**config.mk**
```make
export PLATFORM = sky130hd
export DESIGN_NAME = mem_txn_tracker
export DESIGN_NICKNAME = d
export VERILOG_FILES = /design/src/rtl/mtt_pkg.sv /design/src/rtl/mtt_req_fifo.sv /design/src/rtl/mtt_first_set.sv /design/src/rtl/mtt_age_pick.sv /design/src/rtl/mem_txn_tracker.sv
export SDC_FILE = /design/constraint.sdc
export NUM_CORES = 1
export LEC_CHECK = 0
export BUFFER_PORTS_ARGS = -buffer_cell sky130_fd_sc_hd__buf_4
export CORE_AREA = 8 8 227 229
export DETAILED_ROUTE_END_ITERATION = 6
export DIE_AREA = 0 0 235 237
export PLACE_DENSITY_LB_ADDON = 0.05
export SETUP_SLACK_MARGIN = 0.3
export SLEW_MARGIN = 40
export SYNTH_ARGS = -nofsm -noshare
export SYNTH_HDL_FRONTEND = slang
export SYNTH_SLANG_ARGS = --single-unit
```
**constraint.sdc**
```tcl
create_clock -name clk -period 13 [get_ports clk]
set_clock_uncertainty 0.2 [all_clocks]
set_input_delay 1.3 -clock clk [delete_from_list [all_inputs] [get_ports clk]]
set_output_delay 1.3 -clock clk [all_outputs]
set_load 0.01 [all_outputs]
```
**src/rtl/mtt_pkg.sv**
```systemverilog
package mtt_pkg;
   typedef enum logic [1:0] {
      ST_IDLE = 2'd0,
      ST_PEND = 2'd1,
      ST_ACT  = 2'd2,
      ST_DONE = 2'd3
   } ent_state_e;
endpackage

```
**src/rtl/mtt_req_fifo.sv**
```systemverilog
module mtt_req_fifo #(
   parameter int W     = 8,
   parameter int DEPTH = 4
) (
   input  logic         clk,
   input  logic         rst_n,
   input  logic         push,
   input  logic [W-1:0] din,
   input  logic         pop,
   output logic [W-1:0] dout,
   output logic         empty,
   output logic         full
);
   localparam int PW = (DEPTH > 1) ? $clog2(DEPTH) : 1;
   localparam int CW = $clog2(DEPTH + 1);

   generate
      if (DEPTH < 1) begin : g_bad_depth
         $error("mtt_req_fifo: DEPTH must be at least 1");
      end
   endgenerate

   logic [W-1:0]  slot_q [DEPTH];
   logic [PW-1:0] rd_q, wr_q;
   logic [CW-1:0] cnt_q;

   assign empty = (cnt_q == '0);
   assign full  = (cnt_q == CW'(DEPTH));
   assign dout  = slot_q[rd_q];

   function automatic logic [PW-1:0] nxt(input logic [PW-1:0] p);
      return (p == PW'(DEPTH - 1)) ? '0 : p + 1'b1;
   endfunction

   always_ff @(posedge clk or negedge rst_n) begin
      if (!rst_n) begin
         rd_q  <= '0;
         wr_q  <= '0;
         cnt_q <= '0;
      end else begin
         if (push) begin
            slot_q[wr_q] <= din;
            wr_q         <= nxt(wr_q);
         end
         if (pop) rd_q <= nxt(rd_q);
         case ({push, pop})
            2'b10:   cnt_q <= cnt_q + 1'b1;
            2'b01:   cnt_q <= cnt_q - 1'b1;
            default: cnt_q <= cnt_q;
         endcase
      end
   end
endmodule

```
**src/rtl/mtt_first_set.sv**
```systemverilog
module mtt_first_set #(
   parameter int N     = 4,
   parameter int IDX_W = 2
) (
   input  logic [N-1:0]     vec,
   output logic             found,
   output logic [IDX_W-1:0] idx
);
   always_comb begin
      found = |vec;
      idx   = '0;
      for (int i = N - 1; i >= 0; i--) begin
         if (vec[i]) idx = IDX_W'(i);
      end
   end
endmodule

```
**src/rtl/mtt_age_pick.sv**
```systemverilog
module mtt_age_pick #(
   parameter int N     = 4,
   parameter int IDX_W = 2,
   parameter int SEQ_W = 3
) (
   input  logic [N-1:0]            elig,
   input  logic [N-1:0][SEQ_W-1:0] stamp,
   input  logic [SEQ_W-1:0]        now_seq,
   output logic                    found,
   output logic [IDX_W-1:0]        idx
);
   logic [SEQ_W-1:0] best_age;
   logic [SEQ_W-1:0] age;

   always_comb begin
      found    = 1'b0;
      idx      = '0;
      best_age = '0;
      age      = '0;
      for (int i = 0; i < N; i++) begin
         age = now_seq - stamp[i];
         if (elig[i] && (!found || age > best_age)) begin
            found    = 1'b1;
            idx      = IDX_W'(i);
            best_age = age;
         end
      end
   end
endmodule

```
**src/rtl/mem_txn_tracker.sv**
```systemverilog
module mem_txn_tracker
   import mtt_pkg::*;
#(
   parameter int N_ENTRIES = 4,
   parameter int Q_DEPTH   = 4,
   parameter int BANK_LAT  = 3,
   parameter int SRC_W     = 4,
   parameter int TAG_W     = 4,
   parameter int ADDR_W    = 8,
   parameter int DATA_W    = 16
) (
   input  logic              clk,
   input  logic              rst_n,
   input  logic              req_valid,
   output logic              req_ready,
   input  logic              req_write,
   input  logic [SRC_W-1:0]  req_src,
   input  logic [TAG_W-1:0]  req_tag,
   input  logic [ADDR_W-1:0] req_addr,
   input  logic [DATA_W-1:0] req_wdata,
   output logic              mem_en,
   output logic              mem_we,
   output logic [ADDR_W-1:0] mem_addr,
   output logic [DATA_W-1:0] mem_wdata,
   input  logic [DATA_W-1:0] mem_rdata,
   output logic              rsp_valid,
   input  logic              rsp_ready,
   output logic              rsp_write,
   output logic [SRC_W-1:0]  rsp_src,
   output logic [TAG_W-1:0]  rsp_tag,
   output logic [DATA_W-1:0] rsp_data
);
   localparam int IDX_W = $clog2(N_ENTRIES);
   localparam int SEQ_W = IDX_W + 1;
   localparam int CNT_W = $clog2(BANK_LAT);
   localparam int PKT_W = 1 + SRC_W + TAG_W + ADDR_W + DATA_W;

   generate
      if (N_ENTRIES < 2) begin : g_bad_entries
         $error("mem_txn_tracker: N_ENTRIES must be at least 2");
      end
      if (BANK_LAT < 3) begin : g_bad_lat
         $error("mem_txn_tracker: BANK_LAT must be at least 3");
      end
   endgenerate

   // entry table
   logic [N_ENTRIES-1:0][1:0]        st_q;
   logic [N_ENTRIES-1:0]             wr_q, dv_q;
   logic [N_ENTRIES-1:0][SRC_W-1:0]  src_q;
   logic [N_ENTRIES-1:0][TAG_W-1:0]  tag_q;
   logic [N_ENTRIES-1:0][ADDR_W-1:0] addr_q;
   logic [N_ENTRIES-1:0][DATA_W-1:0] data_q;
   logic [N_ENTRIES-1:0][CNT_W-1:0]  cnt_q;
   logic [N_ENTRIES-1:0][SEQ_W-1:0]  stamp_q;
   logic [SEQ_W-1:0]                 seq_q;

   logic [N_ENTRIES-1:0] idle_v, pend_v, fin_v, elig_v;
   logic                 arr0_vld, arr1_vld;
   logic [IDX_W-1:0]     arr0_idx, arr1_idx;

   always_comb begin
      for (int i = 0; i < N_ENTRIES; i++) begin
         idle_v[i] = (st_q[i] == ST_IDLE);
         pend_v[i] = (st_q[i] == ST_PEND);
         fin_v[i]  = (st_q[i] == ST_ACT) && (cnt_q[i] == '0);
         elig_v[i] = (st_q[i] == ST_DONE) &&
                     (dv_q[i] || (arr1_vld && arr1_idx == IDX_W'(i)));
      end
   end

   // allocation path: queue head has priority over a fresh request
   logic             has_free, q_empty, q_full, q_push, q_pop, alloc_en;
   logic [IDX_W-1:0] free_idx;
   logic [PKT_W-1:0] in_pkt, q_dout, alloc_pkt;

   mtt_first_set #(.N(N_ENTRIES), .IDX_W(IDX_W)) u_free (
      .vec(idle_v), .found(has_free), .idx(free_idx));

   assign in_pkt    = {req_write, req_src, req_tag, req_addr, req_wdata};
   assign req_ready = has_free || !q_full;
   assign alloc_en  = has_free && (!q_empty || req_valid);
   assign alloc_pkt = q_empty ? in_pkt : q_dout;
   assign q_pop     = has_free && !q_empty;
   assign q_push    = req_valid && req_ready && !(q_empty && has_free);

   mtt_req_fifo #(.W(PKT_W), .DEPTH(Q_DEPTH)) u_queue (
      .clk(clk), .rst_n(rst_n), .push(q_push), .din(in_pkt), .pop(q_pop),
      .dout(q_dout), .empty(q_empty), .full(q_full));

   // bank control: one access per cycle
   logic             iss_en, fin_any;
   logic [IDX_W-1:0] iss_idx, fin_idx;

   mtt_first_set #(.N(N_ENTRIES), .IDX_W(IDX_W)) u_issue (
      .vec(pend_v), .found(iss_en), .idx(iss_idx));
   mtt_first_set #(.N(N_ENTRIES), .IDX_W(IDX_W)) u_fin (
      .vec(fin_v), .found(fin_any), .idx(fin_idx));

   assign mem_en    = iss_en;
   assign mem_we    = wr_q[iss_idx];
   assign mem_addr  = addr_q[iss_idx];
   assign mem_wdata = data_q[iss_idx];

   // transmit: earliest-completed entry with its word present
   logic             tx_found, out_load;
   logic [IDX_W-1:0] tx_idx;

   mtt_age_pick #(.N(N_ENTRIES), .IDX_W(IDX_W), .SEQ_W(SEQ_W)) u_pick (
      .elig(elig_v), .stamp(stamp_q), .now_seq(seq_q),
      .found(tx_found), .idx(tx_idx));

   assign out_load = tx_found && (!rsp_valid || rsp_ready);

   always_ff @(posedge clk or negedge rst_n) begin
      if (!rst_n) begin
         arr0_vld <= 1'b0;
         arr1_vld <= 1'b0;
         arr0_idx <= '0;
         arr1_idx <= '0;
         seq_q    <= '0;
      end else begin
         arr0_vld <= fin_any;
         arr0_idx <= fin_idx;
         arr1_vld <= arr0_vld;
         arr1_idx <= arr0_idx;
         if (fin_any) seq_q <= seq_q + 1'b1;
      end
   end

   always_ff @(posedge clk or negedge rst_n) begin
      if (!rst_n) begin
         st_q    <= '0;
         wr_q    <= '0;
         dv_q    <= '0;
         src_q   <= '0;
         tag_q   <= '0;
         addr_q  <= '0;
         data_q  <= '0;
         cnt_q   <= '0;
         stamp_q <= '0;
      end else begin
         for (int i = 0; i < N_ENTRIES; i++) begin
            case (st_q[i])
               ST_IDLE: if (alloc_en && free_idx == IDX_W'(i)) begin
                  {wr_q[i], src_q[i], tag_q[i], addr_q[i], data_q[i]} <= alloc_pkt;
                  dv_q[i] <= 1'b0;
                  st_q[i] <= ST_PEND;
               end
               ST_PEND: if (iss_en && iss_idx == IDX_W'(i)) begin
                  cnt_q[i] <= CNT_W'(BANK_LAT - 3);
                  st_q[i]  <= ST_ACT;
               end
               ST_ACT: if (cnt_q[i] == '0) begin
                  stamp_q[i] <= seq_q;
                  st_q[i]    <= ST_DONE;
               end else begin
                  cnt_q[i] <= cnt_q[i] - 1'b1;
               end
               default: if (out_load && tx_idx == IDX_W'(i)) begin
                  st_q[i] <= ST_IDLE;
               end else if (arr1_vld && arr1_idx == IDX_W'(i)) begin
                  dv_q[i] <= 1'b1;
                  if (!wr_q[i]) data_q[i] <= mem_rdata;
               end
            endcase
         end
      end
   end

   always_ff @(posedge clk or negedge rst_n) begin
      if (!rst_n) begin
         rsp_valid <= 1'b0;
         rsp_write <= 1'b0;
         rsp_src   <= '0;
         rsp_tag   <= '0;
         rsp_data  <= '0;
      end else if (out_load) begin
         rsp_valid <= 1'b1;
         rsp_write <= wr_q[tx_idx];
         rsp_src   <= src_q[tx_idx];
         rsp_tag   <= tag_q[tx_idx];
         rsp_data  <= wr_q[tx_idx] ? '0 :
                      (dv_q[tx_idx] ? data_q[tx_idx] : mem_rdata);
      end else if (rsp_ready) begin
         rsp_valid <= 1'b0;
      end
   end
endmodule

```
==> results.toml <==
[drt]
via_per_inst = 5.313
drt-pass1-iter-count = 6
drc_errors = 0
drtIter0Drc = 984
drt-wirelength-per-cell_um = 22.43
drtAntennaViolNets = 0
finalWirelength_um = 49250
num_vias = 11670

[clock_tree]
cts_tree = "built"
clk_latency_ns = 0.56
clk_path_buf_depth = 3
numCtsBuffers = 41
h-tree-depth = 2
cts_setup_buffers = 0
path_clk_slew_ns = 0.06
cts-root-buf = "clkbuf_16"
cts_hold_buf = 0
cts-resized-gates = 0
cts_num_sinks = 338

[place]
place_ws_ns = 5.122
post-dp-hpwl_um = 31930
numPortBuffers = 105
placed_cells = 2119
place_congestion = 0.7895

[synth]
synthArstFlopShare_pct = 60.95
syn-cell-area_sq_um = 16530
ys_seq_area_share_pct = 55.16
syn_avg_cell_area_sq_um = 11.35
yosysTopAreaCellShare_pct = 31.18
synth_warnings = 0
synthTopCellsByArea = "dfrtp_1 31%, edfxtp_1 24%, o21ai_0 6.0%, mux4_2 4.5%, nand2_1 4.4%"
synth_ff_type = "dfrtp_1"
synth.largest_area_cell = "dfrtp_1"
netlist_top_cells_count = "206 x dfrtp_1, 199 x o21ai_0, 192 x nand2_1, 132 x edfxtp_1, 72 x clkbuf_1"
synth-seq-cells = 338
ys_types = 74
synth_nets = 1555
netlist_instances = 1457
synth_edf_count = 132
yosysMostFrequentCell = "dfrtp_1"

[critical_path]
worst_path_max_delay_cell = "and3_1"
cp_data_arrival_time_ns = 7.86
criticalPathCategory = "flop to flop"
crit_family = "compound AO/OA/AOI/OAI gates"
crit_top_cell = "ha_1"
crit_path_max_fanout = 38
cp.required_ns = 13.29
cp-start-kind = "flop"
critical-path-max-stage-delay_ns = 0.66
worst-path-buf-inv = 3
crit_path_end_kind = "flop"

[timing]
max_freq_mhz = 132.1
grt_setup_unrepaired = "false"
tightest_slew_ns = 0.7931
slew_violations = 0
tns_ns = 0
setup_viol = 0
fin_crit_sh_pct = 58.24
setup_ws_ns = 5.429
relSlewSlack_pct = 47.12
hold_viol_final = 0
fin_crit_ns = 7.571

[floorplan]
start_util_pct = 34.34
core_area_sq_um = 48140
io_pins = 106
fp-row-count = 81
fp.dieH_um = 237
die_x_um = 235
dieArea_sq_um = 55700

[flow_run]
cap_violations = 0

[layout]
fin_cells = 2196
areaGrowthSynthToFinish_pct = 18.19
drive_gt1_share_pct = 19.45
utilization_pct = 40.59
fin_nets = 1638

[global_routing]
grt_max_degree = 62
grt_use_total_pct = 17.80
overflow = 0
grt_pass1_vias = 12190
antenna_found_initial = 0
grt_pass1_wl_um = 77150

[run_status]
status = "complete, no violations"

[hold_path]
holdCritPathClass = "flop to flop"
-- cell usage in the layout, fill, tap and decap left out, types with 18 or more instances in the layout --
master     instances
dfrtp_1          205
o21ai_0          197
nand2_1          192
edfxtp_1         132
buf_4            131
nor2_1            68
inv_1             59
mux2i_1           58
a22oi_1           58
a21oi_1           52
clkbuf_16         42
ha_1              40
mux4_2            33
mux2_2            26
a211oi_1          18
a211o_1           18
a31oi_1           18
-- final cells by class --
class / instances / area [sq um]
Antenna cell: 1 / 2.502
Clock buffer: 59 / 1195
Clock inverter: 17 / 245.2
Fill cell: 4655 / 28600
Inverter: 59 / 221.5
Multi-Input combinational cell: 964 / 6900
Sequential cell: 338 / 9120
Tap cell: 622 / 778.2
Timing Repair Buffer: 136 / 1076
-- worst reg2reg max path, delay by kind of cell (launching register included) --
kind	cells	cell delay (ns)
AO/OA/AOI/OAI	11	2.97
AND/OR/NAND/NOR	8	1.63
adder cells (fa/ha/maj)	5	1.47
buffers and inverters	3	0.68
flip-flops	1	0.38
XOR/XNOR	1	0.17
-- per-stage QoR --
| step | hold WS (ns) | area (sq um) |
|---|---|---|
| global placement | 0.1386 | 17980 |
| floorplan | 0.1312 | 16530 |
| CTS | 0.1570 | 19520 |
| detailed placement | 0.1347 | 18080 |
| global route | 0.1781 | 19540 |
| finish | 0.1543 | 19540 |
-- sequential cells by signal (all words and copies together), names as in the netlist, 12 cells and up --
register and count:
rsp_data 16, tag_q 16, addr_q 32, src_q 16
stamp_q 12, data_q 64, u_queue.slot_q 132
-- routing by layer --
layer / up-vias / global-route usage (%) / routed length (um)
met5: - / 0 / 0
met2: 244 / 27.52 / 21900
met4: 0 / 4.493 / 809
li1: 5534 / - / -
met1: 5834 / 25.76 / 24320
met3: 56 / 2.871 / 2225
-- worst paths after layout --
check / startpoint / end / slack (ns) / depth (start not counted)
max reg2reg: seq_q[0] / rsp_data[7] / 5.43 / 28
max in group asynchronous: rst_n / data_q[54] / 10.57 / 3
max: seq_q[0] / rsp_data[7] / 5.43 / 28
min reg2reg: arr0_idx[1] / arr1_idx[1] / 0.15 / 0
min in group asynchronous: rst_n / cnt_q[3] / 0.46 / 1
min: arr0_idx[1] / arr1_idx[1] / 0.15 / 0
-- cells by family (layout without fill, tap and decap cells) --
logic type / count (synthesis) / in the layout / synth area share, %
mux: 139 / 139 / 11.49
buf+inv: 155 / 271 / 3.746
compound gates: 436 / 436 / 16.39
other cells: 0 / 1 / 0
xor+xnor: 14 / 14 / 0.7417
flops: 338 / 338 / 55.16
simple gates: 330 / 330 / 8.847
fa+ha+maj: 45 / 45 / 3.633
Power is left out: the tool's default activity adds up to more than one toggle a clock period on the data nets, which glitch-free logic cannot reach.
